==> src/rtl/seg_addr_pkg.sv <==
package seg_addr_pkg;

  localparam int SEG_IDX_W = 2;
  localparam int KIND_W    = 2;

  // Segment register index; the same code serves override and write select.
  typedef enum logic [SEG_IDX_W-1:0] {
    SEG_EXTRA = 2'd0,
    SEG_CODE  = 2'd1,
    SEG_STACK = 2'd2,
    SEG_DATA  = 2'd3
  } segIdx_t;

  typedef enum logic [KIND_W-1:0] {
    KIND_FETCH  = 2'd0,
    KIND_STACK  = 2'd1,
    KIND_DATA   = 2'd2,
    KIND_STRDST = 2'd3
  } accKind_t;

  // Strobes passed from control to datapath.
  typedef struct packed {
    logic    capture;
    logic    segWrite;
    segIdx_t wrIdx;
    segIdx_t rdIdx;
  } dpCtrl_t;

endpackage

==> src/rtl/seg_addr_ctrl.sv <==
module seg_addr_ctrl
  import seg_addr_pkg::*;
(
  input  logic                 reqValid,
  input  logic [KIND_W-1:0]    reqKind,
  input  logic                 ovrValid,
  input  logic [SEG_IDX_W-1:0] ovrCode,
  input  logic                 segWrEn,
  input  logic [SEG_IDX_W-1:0] segWrSel,
  output dpCtrl_t              ctrl
);

  accKind_t kind;
  segIdx_t  defaultSeg;
  logic     overridable;

  assign kind = accKind_t'(reqKind);

  always_comb begin
    defaultSeg  = SEG_CODE;
    overridable = 1'b0;
    unique case (kind)
      KIND_FETCH:  begin defaultSeg = SEG_CODE;  overridable = 1'b0; end
      KIND_STACK:  begin defaultSeg = SEG_STACK; overridable = 1'b1; end
      KIND_DATA:   begin defaultSeg = SEG_DATA;  overridable = 1'b1; end
      KIND_STRDST: begin defaultSeg = SEG_EXTRA; overridable = 1'b0; end
      default:     begin defaultSeg = SEG_CODE;  overridable = 1'b0; end
    endcase
  end

  always_comb begin
    ctrl.capture  = reqValid;
    ctrl.segWrite = segWrEn;
    ctrl.wrIdx    = segIdx_t'(segWrSel);
    ctrl.rdIdx    = (overridable && ovrValid) ? segIdx_t'(ovrCode) : defaultSeg;
  end

endmodule

==> src/rtl/seg_addr_dp.sv <==
module seg_addr_dp
  import seg_addr_pkg::*;
#(
  parameter int SEG_W   = 16,
  parameter int OFF_W   = 16,
  parameter int SHIFT   = 4,
  parameter int NUM_SEG = 4
) (
  input  logic                      clk,
  input  logic                      rstN,
  input  dpCtrl_t                   ctrl,
  input  logic [OFF_W-1:0]          offset,
  input  logic [SEG_W-1:0]          wrData,
  output logic                      addrValid,
  output logic [SEG_W+SHIFT-1:0]    physAddr
);

  localparam int ADDR_W = SEG_W + SHIFT;

  logic [SEG_W-1:0]  segBank [NUM_SEG];
  logic [SEG_W-1:0]  baseSel;
  logic [ADDR_W-1:0] baseShifted;
  logic [ADDR_W-1:0] offWide;
  logic [ADDR_W-1:0] sum;

  for (genvar g = 0; g < NUM_SEG; g++) begin : g_seg
    always_ff @(posedge clk) begin
      if (!rstN)
        segBank[g] <= '0;
      else if (ctrl.segWrite && (int'(ctrl.wrIdx) == g))
        segBank[g] <= wrData;
    end
  end

  assign baseSel     = segBank[ctrl.rdIdx];
  assign baseShifted = {baseSel, {SHIFT{1'b0}}};
  assign offWide     = ADDR_W'(offset);
  assign sum         = baseShifted + offWide;  // carry beyond top bit dropped

  always_ff @(posedge clk) begin
    if (!rstN) begin
      addrValid <= 1'b0;
      physAddr  <= '0;
    end else begin
      addrValid <= ctrl.capture;
      if (ctrl.capture)
        physAddr <= sum;
    end
  end

endmodule

==> src/rtl/seg_addr_gen.sv <==
module seg_addr_gen
  import seg_addr_pkg::*;
#(
  parameter int SEG_W = 16,
  parameter int OFF_W = 16,
  parameter int SHIFT = 4
) (
  input  logic                   clk,
  input  logic                   rstN,
  input  logic                   reqValid,
  input  logic [1:0]             reqKind,
  input  logic [OFF_W-1:0]       reqOffset,
  input  logic                   ovrValid,
  input  logic [1:0]             ovrCode,
  input  logic                   segWrEn,
  input  logic [1:0]             segWrSel,
  input  logic [SEG_W-1:0]       segWrData,
  output logic                   addrValid,
  output logic [SEG_W+SHIFT-1:0] physAddr
);

  localparam int NUM_SEG = 1 << SEG_IDX_W;

  dpCtrl_t ctrl;

  seg_addr_ctrl u_ctrl (
    .reqValid (reqValid),
    .reqKind  (reqKind),
    .ovrValid (ovrValid),
    .ovrCode  (ovrCode),
    .segWrEn  (segWrEn),
    .segWrSel (segWrSel),
    .ctrl     (ctrl)
  );

  seg_addr_dp #(
    .SEG_W   (SEG_W),
    .OFF_W   (OFF_W),
    .SHIFT   (SHIFT),
    .NUM_SEG (NUM_SEG)
  ) u_dp (
    .clk       (clk),
    .rstN      (rstN),
    .ctrl      (ctrl),
    .offset    (reqOffset),
    .wrData    (segWrData),
    .addrValid (addrValid),
    .physAddr  (physAddr)
  );

endmodule

==> config.mk <==
export PLATFORM = sky130hd
export DESIGN_NAME = seg_addr_gen
export DESIGN_NICKNAME = d
export VERILOG_FILES = /design/src/rtl/seg_addr_pkg.sv /design/src/rtl/seg_addr_ctrl.sv /design/src/rtl/seg_addr_dp.sv /design/src/rtl/seg_addr_gen.sv
export SDC_FILE = /design/constraint.sdc
export NUM_CORES = 1
export LEC_CHECK = 0
export ABC_AREA = 1
export BUFFER_PORTS_ARGS = -buffer_cell sky130_fd_sc_hd__buf_2
export CELL_PAD_IN_SITES_DETAIL_PLACEMENT = 1
export CELL_PAD_IN_SITES_GLOBAL_PLACEMENT = 1
export CORE_UTILIZATION = 39
export DETAILED_ROUTE_END_ITERATION = 16
export MAX_ROUTING_LAYER = met4
export PLACE_DENSITY_LB_ADDON = 0.1
export RECOVER_POWER = 50
export SYNTH_ARGS = -nofsm -noshare
export SYNTH_HDL_FRONTEND = slang
export SYNTH_SLANG_ARGS = --single-unit
export TNS_END_PERCENT = 1
==> constraint.sdc <==
create_clock -name clk -period 2.9 [get_ports clk]
set_clock_uncertainty 0.1 [all_clocks]
set_input_delay 0.435 -clock clk [delete_from_list [all_inputs] [get_ports clk]]
set_output_delay 0.435 -clock clk [all_outputs]
set_load 0.05 [all_outputs]
==> reports/qor.csv, run 1 <==
metric,value,unit
DIE HEIGHT,107,um
Antenna Cells,0,
Max Clk Rate,362,MHz
syn_nets,548,
hold wc startpoint,reqOffset[0],
Synth Register Bits,85,
final setup vio count,0,
crit path cell chain,buf_2 > inv_12 > ha_4 > nand2_4 > nand2_4 > nand2_4 > buf_12 > o21ai_0 > o22ai_1 > ha_1 > buf_4 > nand2_1 > nor2_1 > nand3_1 > a31o_2 > nand3_1 > o211ai_1 > inv_1,
crit start category,input pin,
sw frac,0.348,
outcome,finished clean,
Core ar.,10500,um^2
Die X-Extent,107,um
CTS tree,done,
Final Hold Viols,0,
CTS Hold Bufs,0,
Placer Congestion,0.850,
DRC,0,
Initial Utilization,0.408,
CP max FO,16,
routed vias,3638,
area grow syn2layout,22.9,%
Worst Hold End,u_dp.physAddr[0],
final WL,11600,um
"EDFF count, synth",64,
initial antenna violation count,0,
most frequent cells in the layout,"130 x nor2_1, 64 x edfxtp_1, 55 x nand2_1, 50 x buf_2, 47 x inv_1",
Avg Synthesized Cell Area,8.77,um^2
Peak supply drop,0.389,mV
# H-tree levels,3,
GRT Overall Usage,0.222,
Clock power frac,0.239,
initial DRC count,112,
leakage,0.00236,uW
dpl cells,705,
pwr dens,617,nW/um^2
max-slew violation count,0,
Final Critical Period,2.76,ns
Synth top area share,0.448,
first-pass GRT wire length,18500,um
Final period util,0.952,
Max Buffers Root-to-Sink,2,
setup repair after global routing missed its margin,true,
die area,11400,um^2
Internal,2120,uW
combinational share of power,0.313,
Synth Cell Area,4290,um^2
synth unique cells,32,
asr flop ratio synth,0,
vias in the first global route,3744,
clock root buffer,clkbuf_8,
HPWL Detailed,8570,um
row count,37,
worst skew pair latency,0.36,ns
"Seq/Total Area, Yosys",0.546,
Reg2Reg Launch Point,u_dp.segBank[3][9],
top post-synthesis cells by area,"edfxtp_1 45%, nor2_1 11%, dfxtp_1 9.8%",
clock slew at reported path FFs,0.08,ns
critical path start-end classification,in -> reg,
Antenna Nets Post-Route,0,
worst hold-check path type,in -> reg,
gr ovfl total,0,
clk sinks,85,
slowest cell on the critical path,ha_1,
Slowest Stage Delay on Critical Path,0.35,ns
drt wl/cell,16.0,um
Hold Crit Depth,3,
most frequent cell on the critical path,nand2_4,
largest net degree at the start of global routing,24,
largest area contributor in the netlist,edfxtp_1,
Slew @ Worst Pin,0.935,ns
switching power,1130,uW
Worst Reg2Reg Path Length in Cells,11,
vias per std cell,5.03,
Mapped Cells,489,
Worst R2R Setup Slack,0.71,ns
max cap viols,0,
fin cells,723,
layout cells sized above 1,0.227,
Nets,641,
"Primary FF master, synth",edfxtp_1,
# port buffers,63,
Critical R2R Capture,u_dp.physAddr[14],
critical path endpoint category,flop,
worst path required time,3.10,ns
slew margin rel.,0.376,
number of I/O pins,64,
TritonRoute pass-1 iters,4,
final core occ,0.502,
number of synthesis warnings,0,
CP arrival,2.96,ns
clock buffer count from CTS,9,
sequential power share,0.447,
"most common cell after layout, fill and taps aside",nor2_1,
cells by family (layout without fill, tap and decap cells):
kind of cell               Yosys count  in the layout  share of synthesized area
adders and majority gates           16             16                     0.0484
xor gates and xnor gates             7              7                     0.0143
buffers and inverters               71            169                     0.0668
and+or+nand+nor                    234            234                      0.229
AOI/OAI and AO/OA                   76             76                     0.0959
DFF                                 85             85                      0.546
sequential cells by signal, summed over array words and instances, names as in the netlist:
name	cells
u_dp.physAddr	20
u_dp.addrValid	1
u_dp.segBank	64
final cells by class:
class                   instances  area, um^2
clock inverters                 5        45.0
repair buffers                100         587
inverters                      53         221
fillers                      1252        5240
multi-input cells             333        1770
clock buffers                  11         131
well taps                     136         170
flip-flops and latches         85        2340
power by group through the flow:
stage               clock network (uW)  logic [uW]  registers, uW
floorplan                            0         521           1600
global placement                     0         956           1480
detailed placement                   0         982           1480
CTS                                788         986           1460
global route                       837        1130           1470
finish                             778        1020           1450
critical path: cells and delay by family:
family,cells,cell delay [ns]
compound gates,4,0.65
buf+inv,5,0.55
fa+ha+maj,2,0.64
simple gates,7,0.69
per-layer routing:
| metal | vias to the layer above | share of wire | global-route usage |
|---|---|---|---|
| met2 | 68 | 0.51 | 0.382 |
| met1 | 1752 | 0.44 | 0.265 |
| li1 | 1804 | - | - |
| met4 | 0 | 0.015 | 0.0705 |
| met3 | 14 | 0.032 | 0.0377 |
| met5 | - | 0 | - |
synth_stat cells (3+ instances only):
cell type / number
nor2_1: 131
edfxtp_1: 64
nand2_1: 55
inv_1: 50
o21ai_0: 45
nand3_1: 27
dfxtp_1: 21
ha_1: 15
clkbuf_1: 14
a21oi_1: 12
o22ai_1: 12
nand2_2: 7
nand4_1: 6
xor2_1: 5
nand3_2: 3
worst max-delay path by stage:
stage / slack, ns / depth (start not counted) / endpoint / start
detailed placement: -0.39 / 21 / u_dp.physAddr[19] / reqKind[0]
finish: 0.14 / 18 / u_dp.physAddr[14] / reqKind[0]
CTS: 0.004 / 21 / u_dp.physAddr[19] / reqKind[0]
floorplan: -0.02 / 19 / u_dp.physAddr[16] / reqKind[0]
global route: -0.02 / 18 / u_dp.physAddr[14] / reqKind[0]
global placement: -0.34 / 20 / u_dp.physAddr[17] / reqKind[0]
stage by stage:
stage | total power (uW) | TNS (ns) | area (um^2) | worst slack [ns] | hold WS (ns)
after global placement | 2430 | -2.56 | 5030 | -0.341 | 0.362
after detailed placement | 2470 | -2.93 | 5030 | -0.389 | 0.376
after floorplan | 2120 | -0.0232 | 4410 | -0.0232 | 0.470
after CTS | 3230 | 0 | 5210 | 0.00411 | 0.188
after global routing | 3430 | -0.0787 | 5270 | -0.0241 | 0.202
final | 3250 | 0 | 5270 | 0.139 | 0.202
what timing repair did:
item                       4_1_cts  5_1_grt
gates resized for setup          0       21
setup buffers                    0        2
setup endpoints to repair        0        8
No activity file was read; power rests on OpenSTA's default activity.
==> inputs of run 2 (changes only) <==
--- a/config.mk
+++ b/config.mk
@@ -9,6 +9,7 @@
 export BUFFER_PORTS_ARGS = -buffer_cell sky130_fd_sc_hd__buf_2
 export CELL_PAD_IN_SITES_DETAIL_PLACEMENT = 1
 export CELL_PAD_IN_SITES_GLOBAL_PLACEMENT = 1
+export CORE_MARGIN = 5
 export CORE_UTILIZATION = 39
 export DETAILED_ROUTE_END_ITERATION = 16
 export MAX_ROUTING_LAYER = met4
==> run 2 against run 1 <==
  * Die area up 16%
  * Routed wire length up 2.2%
  * Clock power up 6.2%
  * Flip-flop and latch count unchanged
  * Sequential share of layout area down 0.66 points
  * Worst hold slack worse by 0.013 ns
  * Highest routed layer unchanged
==> reports/qor.csv, run 2 (same netlist as run 1, synthesis figures left out) <==
metric,value,unit,change
outcome,finished clean,,
Slew @ Worst Pin,1.01,ns,+0.0711 ns
drt wl/cell,16.2,um,+1.2%
Peak supply drop,0.403,mV,+3.5%
TritonRoute pass-1 iters,4,,unchanged
HPWL Detailed,8500,um,-0.84%
Max Buffers Root-to-Sink,2,,unchanged
Placer Congestion,0.825,,-3.0%
vias per std cell,4.95,,-1.7%
Final Critical Period,2.79,ns,+0.0312 ns
die area,13200,um^2,+16%
number of I/O pins,64,,unchanged
# port buffers,63,,unchanged
CP arrival,2.97,ns,about the same
most frequent cells in the layout,"130 x nor2_1, 64 x edfxtp_1, 60 x buf_2, 55 x nand2_1, 47 x inv_1",,
worst hold-check path type,in -> reg,,
final worst setup slack,0.108,ns,-0.0312 ns
crit start category,input pin,,
final WL,11900,um,+2.2%
Nets,644,,+0.47%
DIE HEIGHT,115,um,+7.5%
Final TNS setup,0,ns,unchanged
clk sinks,85,,unchanged
Largest register FFs,64,,unchanged
Multi-input gate area,1790,um^2,+0.92%
"most common cell after layout, fill and taps aside",nor2_1,,
slew margin rel.,0.329,,-0.0474
Die X-Extent,115,um,+7.5%
critical path endpoint category,flop,,
routed vias,3612,,-0.71%
# H-tree levels,3,,unchanged
leakage,0.00243,uW,+3.2%
hold wc startpoint,reqOffset[1],,
Reg area,2340,um^2,unchanged
Slowest Stage Delay on Critical Path,0.33,ns,-0.02 ns
Min Hold Slack,0.189,ns,-0.0135 ns
Final Hold Viols,0,,unchanged
CP max FO,20,,+4
Max Clk Rate,358,MHz,-1.1%
clock slew at reported path FFs,0.08,ns,about the same
Antenna Cells,0,,unchanged
Reg2Reg Launch Point,u_dp.segBank[3][2],,
Antenna Nets Post-Route,0,,unchanged
initial antenna violation count,0,,unchanged
GRT Overall Usage,0.192,,-0.0298
top flop regs,"u_dp.segBank (64), u_dp.physAddr (20), u_dp.addrValid (1)",,
final setup vio count,0,,unchanged
worst path required time,3.07,ns,-0.03 ns
vias in the first global route,3774,,+0.80%
worst skew pair latency,0.37,ns,about the same
first-pass GRT wire length,18900,um,+2.0%
CTS tree,done,,
setup repair after global routing missed its margin,true,,
clock root buffer,clkbuf_8,,
CP startpoint,reqKind[0],,
slowest cell on the critical path,ha_1,,
Initial Utilization,0.398,,-0.0107
gr ovfl total,0,,unchanged
max cap viols,0,,unchanged
initial DRC count,233,,+110%
area grow syn2layout,24.7,%,
Final period util,0.963,,+0.0108
largest net degree at the start of global routing,27,,+13%
Design Power,3330,uW,+2.4%
crit path cell chain,clkbuf_4 > inv_12 > ha_4 > nand2_4 > nand2_4 > nand2_8 > buf_12 > o21ai_1 > o22ai_2 > ha_1 > buf_4 > buf_4 > nand2_1 > o21ai_2 > nand3_1 > nand4_1 > a21oi_1 > o21ai_1 > nand2_1 > inv_1,,
clock buffer count from CTS,9,,unchanged
DRC,0,,unchanged
Place WS,-0.385,ns,+0.00445 ns
Largest Register,u_dp.segBank,,
fill count,1309,,+4.6%
pwr dens,622,nW/um^2,+0.89%
row count,38,,+2.7%
critical path start-end classification,in -> reg,,
layout cells sized above 1,0.251,,+0.0243
max-slew violation count,0,,unchanged
Core ar.,10800,um^2,+2.7%
## run 2: area by class of cell
cell class,count,area share
sequential,85,0.438
multi-input combinational,333,0.335
timing repair buffer,103,0.119
inverter,53,0.0423
tap,140,0.0327
clock buffer,11,0.0245
clock inverter,5,0.00959
## run 2: metrics by stage
step	util	cells	instance area (um^2)
3_5_place_dp	0.470	711	5080
2_1_floorplan	-	489	4410
4_1_cts	0.488	727	5270
6_report	0.496	730	5350
3_3_place_gp	0.470	711	5080
5_1_grt	0.496	730	5350
## run 2: metal layers
metal	vias to the layer above	share of wire	track usage	routed length, um
li1	1816	-	-	-
met1	1709	0.45	0.232	5290
met2	77	0.50	0.322	5920
met3	10	0.040	0.0279	479
met4	0	0.014	0.0814	163
met5	-	0	-	0
## run 2: path summary, 6_finish.rpt
kind,to,slack (ns),depth (start not counted)
hold reg to reg,u_dp.physAddr[11],0.39,2
setup / recovery,u_dp.physAddr[16],0.11,20
setup reg to reg,u_dp.physAddr[16],0.65,13
hold / removal,u_dp.physAddr[1],0.19,3
## run 2: power breakdown
part	switching [uW]	internal, uW
clock network	433	393
logic	652	399
registers	38.3	1410
total	1120	2210
## run 2: critical path: cells and delay by family
family                   cells  cell delay [ns]
AO/OA/AOI/OAI                5             0.60
adder cells (fa/ha/maj)      2             0.62
buffers and inverters        6             0.65
AND/OR/NAND/NOR              7             0.64
## run 2: what timing repair did
item / CTS / global route
gates resized for setup: 2 / 25
endpoints found under the setup margin: 1 / 10
pin swaps: 0 / 11
buffers inserted: 0 / 3
hold buffers: 0 / 0
==> inputs of run 3 (changes only) <==
--- a/config.mk
+++ b/config.mk
@@ -10,7 +10,7 @@
 export CELL_PAD_IN_SITES_DETAIL_PLACEMENT = 1
 export CELL_PAD_IN_SITES_GLOBAL_PLACEMENT = 1
 export CORE_MARGIN = 5
-export CORE_UTILIZATION = 39
+export CORE_UTILIZATION = 43
 export DETAILED_ROUTE_END_ITERATION = 16
 export MAX_ROUTING_LAYER = met4
 export PLACE_DENSITY_LB_ADDON = 0.1
==> constraint.sdc (replaced) <==
create_clock -name clk -period 2.75 [get_ports clk]
set_clock_uncertainty 0.1 [all_clocks]
set_input_delay 0.4125 -clock clk [delete_from_list [all_inputs] [get_ports clk]]
set_output_delay 0.4125 -clock clk [all_outputs]
set_load 0.05 [all_outputs]
==> run 3 against run 2 <==
  * Die area down 8.5%
  * Sequential power up 6%
  * First-iteration DRC count down 15%
  * Combinational power up 13%
  * Utilization up 6.8 points
  * Worst hold slack worse by 0.014 ns
  * Count of clock-buffer cells in the layout unchanged
  * Power up 13%
  * Routed wire length up 5.0%
  * Non-clock buffer count down 2
  * Worst setup slack worse by 0.066 ns
==> reports/qor.csv, run 3 (same netlist as run 1, synthesis figures left out) <==
metric,value,unit,change
gr ovfl total,0,,unchanged
max cap viols,0,,unchanged
die area,12100,um^2,-8.5%
clock root buffer,clkbuf_8,,
Reg area,2340,um^2,unchanged
Antenna Cells,0,,unchanged
CP max FO,15,,-25%
Slew @ Worst Pin,0.945,ns,-0.0618 ns
Initial Utilization,0.439,,+0.0414
Final TNS setup,0,ns,unchanged
DIE HEIGHT,110,um,-4.4%
Slowest Stage Delay on Critical Path,0.36,ns,+0.03 ns
Max Clk Rate,369,MHz,
initial DRC count,199,,-15%
setup repair after global routing missed its margin,true,,
worst skew pair latency,0.36,ns,about the same
"most common cell after layout, fill and taps aside",nor2_1,,
max-slew violation count,0,,unchanged
final WL,12400,um,+5.0%
area grow syn2layout,28.4,%,
# H-tree levels,3,,unchanged
switching power,1230,uW,+9.8%
dpl cells,701,,-1.4%
slowest cell on the critical path,ha_1,,
Peak supply drop,0.350,mV,-13%
Antenna Nets Post-Route,0,,unchanged
DRC,0,,unchanged
clock buffer count from CTS,9,,unchanged
Multi-input gate area,1880,um^2,+5.2%
HPWL Detailed,8500,um,about the same
sw frac,0.327,,-0.0105
worst path required time,2.91,ns,-0.16 ns
crit path buf inv count,4,,-2
Final Hold Viols,0,,unchanged
crit path cell chain,buf_6 > inv_6 > ha_4 > nand2_4 > nand2_4 > nand2_8 > buf_12 > o21ai_0 > o22ai_1 > ha_1 > a21oi_2 > o21ai_4 > nand3_2 > nand4_1 > a21oi_2 > o21ai_2 > nand2_1 > inv_1,,
clk sinks,85,,unchanged
outcome,finished clean,,
Clock power frac,0.279,,+0.031
final core occ,0.564,,+0.0678
critical path start-end classification,in -> reg,,
CP arrival,2.87,ns,-0.10 ns
# port buffers,63,,unchanged
fill count,1175,,-10%
largest net degree at the start of global routing,27,,unchanged
worst hold-check path type,in -> reg,,
pwr dens,685,nW/um^2,+10%
Nets,642,,-0.31%
fin cells,721,,-1.2%
final setup vio count,0,,unchanged
TritonRoute pass-1 iters,5,,+1
slew margin rel.,0.370,,+0.0412
leakage,0.00248,uW,+1.9%
initial antenna violation count,0,,unchanged
top flop regs,"u_dp.segBank (64), u_dp.physAddr (20), u_dp.addrValid (1)",,
clock slew at reported path FFs,0.08,ns,about the same
Final period util,0.985,,
drt wl/cell,17.3,um,+6.3%
crit start category,input pin,,
first-pass GRT wire length,19300,um,+2.4%
layout cells sized above 1,0.272,,+0.0213
critical path endpoint category,flop,,
vias in the first global route,3910,,+3.6%
CTS tree,done,,
Largest register FFs,64,,unchanged
routed vias,3725,,+3.1%
Final Critical Period,2.71,ns,
Largest Register,u_dp.segBank,,
Placer Congestion,0.838,,+1.6%
Max Buffers Root-to-Sink,2,,unchanged
most frequent cells in the layout,"126 x nor2_1, 64 x edfxtp_1, 58 x buf_2, 53 x nand2_1, 47 x inv_1",,
combinational share of power,0.314,,-0.002
sequential power share,0.407,,-0.029
Die X-Extent,110,um,-4.4%
Crit path max-delay family,compound AO/OA/AOI/OAI gates,,
number of I/O pins,64,,unchanged
GRT Overall Usage,0.218,,+0.0253
row count,36,,-5.3%
vias per std cell,5.17,,+4.4%
Core ar.,9770,um^2,-9.4%
Internal,2540,uW,+15%
-- run 3: layout make-up --
class	instances	share of cell area
clock inverter	5	0.0179
timing repair buffer	101	0.120
clock buffer	11	0.0238
multi-input combinational	333	0.342
tap	133	0.0302
sequential	85	0.425
inverter	53	0.0411
-- run 3: worst paths after layout --
kind	slack, ns	end	startpoint	cells past startpoint
setup / recovery	0.04	u_dp.physAddr[16]	reqKind[1]	18
hold / removal	0.17	u_dp.physAddr[2]	reqOffset[2]	3
hold reg to reg	0.39	u_dp.physAddr[11]	u_dp.physAddr[11]	2
setup reg to reg	0.46	u_dp.physAddr[16]	u_dp.segBank[3][0]	12
-- run 3: power by group through the flow --
| stage | clock, uW | combinational (uW) | sequential (uW) |
|---|---|---|---|
| final | 1050 | 1190 | 1540 |
| after global routing | 1120 | 1290 | 1540 |
| after CTS | 1070 | 1100 | 1530 |
| after detailed placement | 0 | 1040 | 1560 |
| after global placement | 0 | 1010 | 1560 |
| after floorplan | 0 | 550 | 1690 |
-- run 3: worst reg2reg max path: cells and delay by family (launching register included) --
family,cells,cell delay [ns]
simple gates,3,0.31
fa+ha+maj,2,0.62
compound gates,5,0.62
buf+inv,2,0.11
flops,1,0.43
-- run 3: stage by stage --
stage                     total power (uW)  area [um^2]  hold WS (ns)  setup slack, ns
after floorplan                       2240         4410         0.447           -0.151
after global placement                2560         5030         0.363           -0.431
after detailed placement              2600         5030         0.375           -0.488
after CTS                             3700         5350         0.167         -0.00428
after global routing                  3950         5510         0.185           -0.130
final                                 3780         5510         0.174           0.0414
-- run 3: routing by layer --
layer,wire length [um],up-vias,share of wire,track usage
met5,0,-,0,-
met3,542,21,0.044,0.0323
met2,6440,96,0.52,0.381
li1,-,1814,-,-
met4,280,0,0.022,0.0846
met1,5180,1794,0.42,0.251
-- run 3: what timing repair did --
item                                    CTS  global route
pin swaps                                11            17
endpoints found under the setup margin    9            12
setup buffers                             1             1
hold endpoints to repair                  0             0
gates cloned                              1             1
resized for setup                        20            33
hold buffers                              0             0
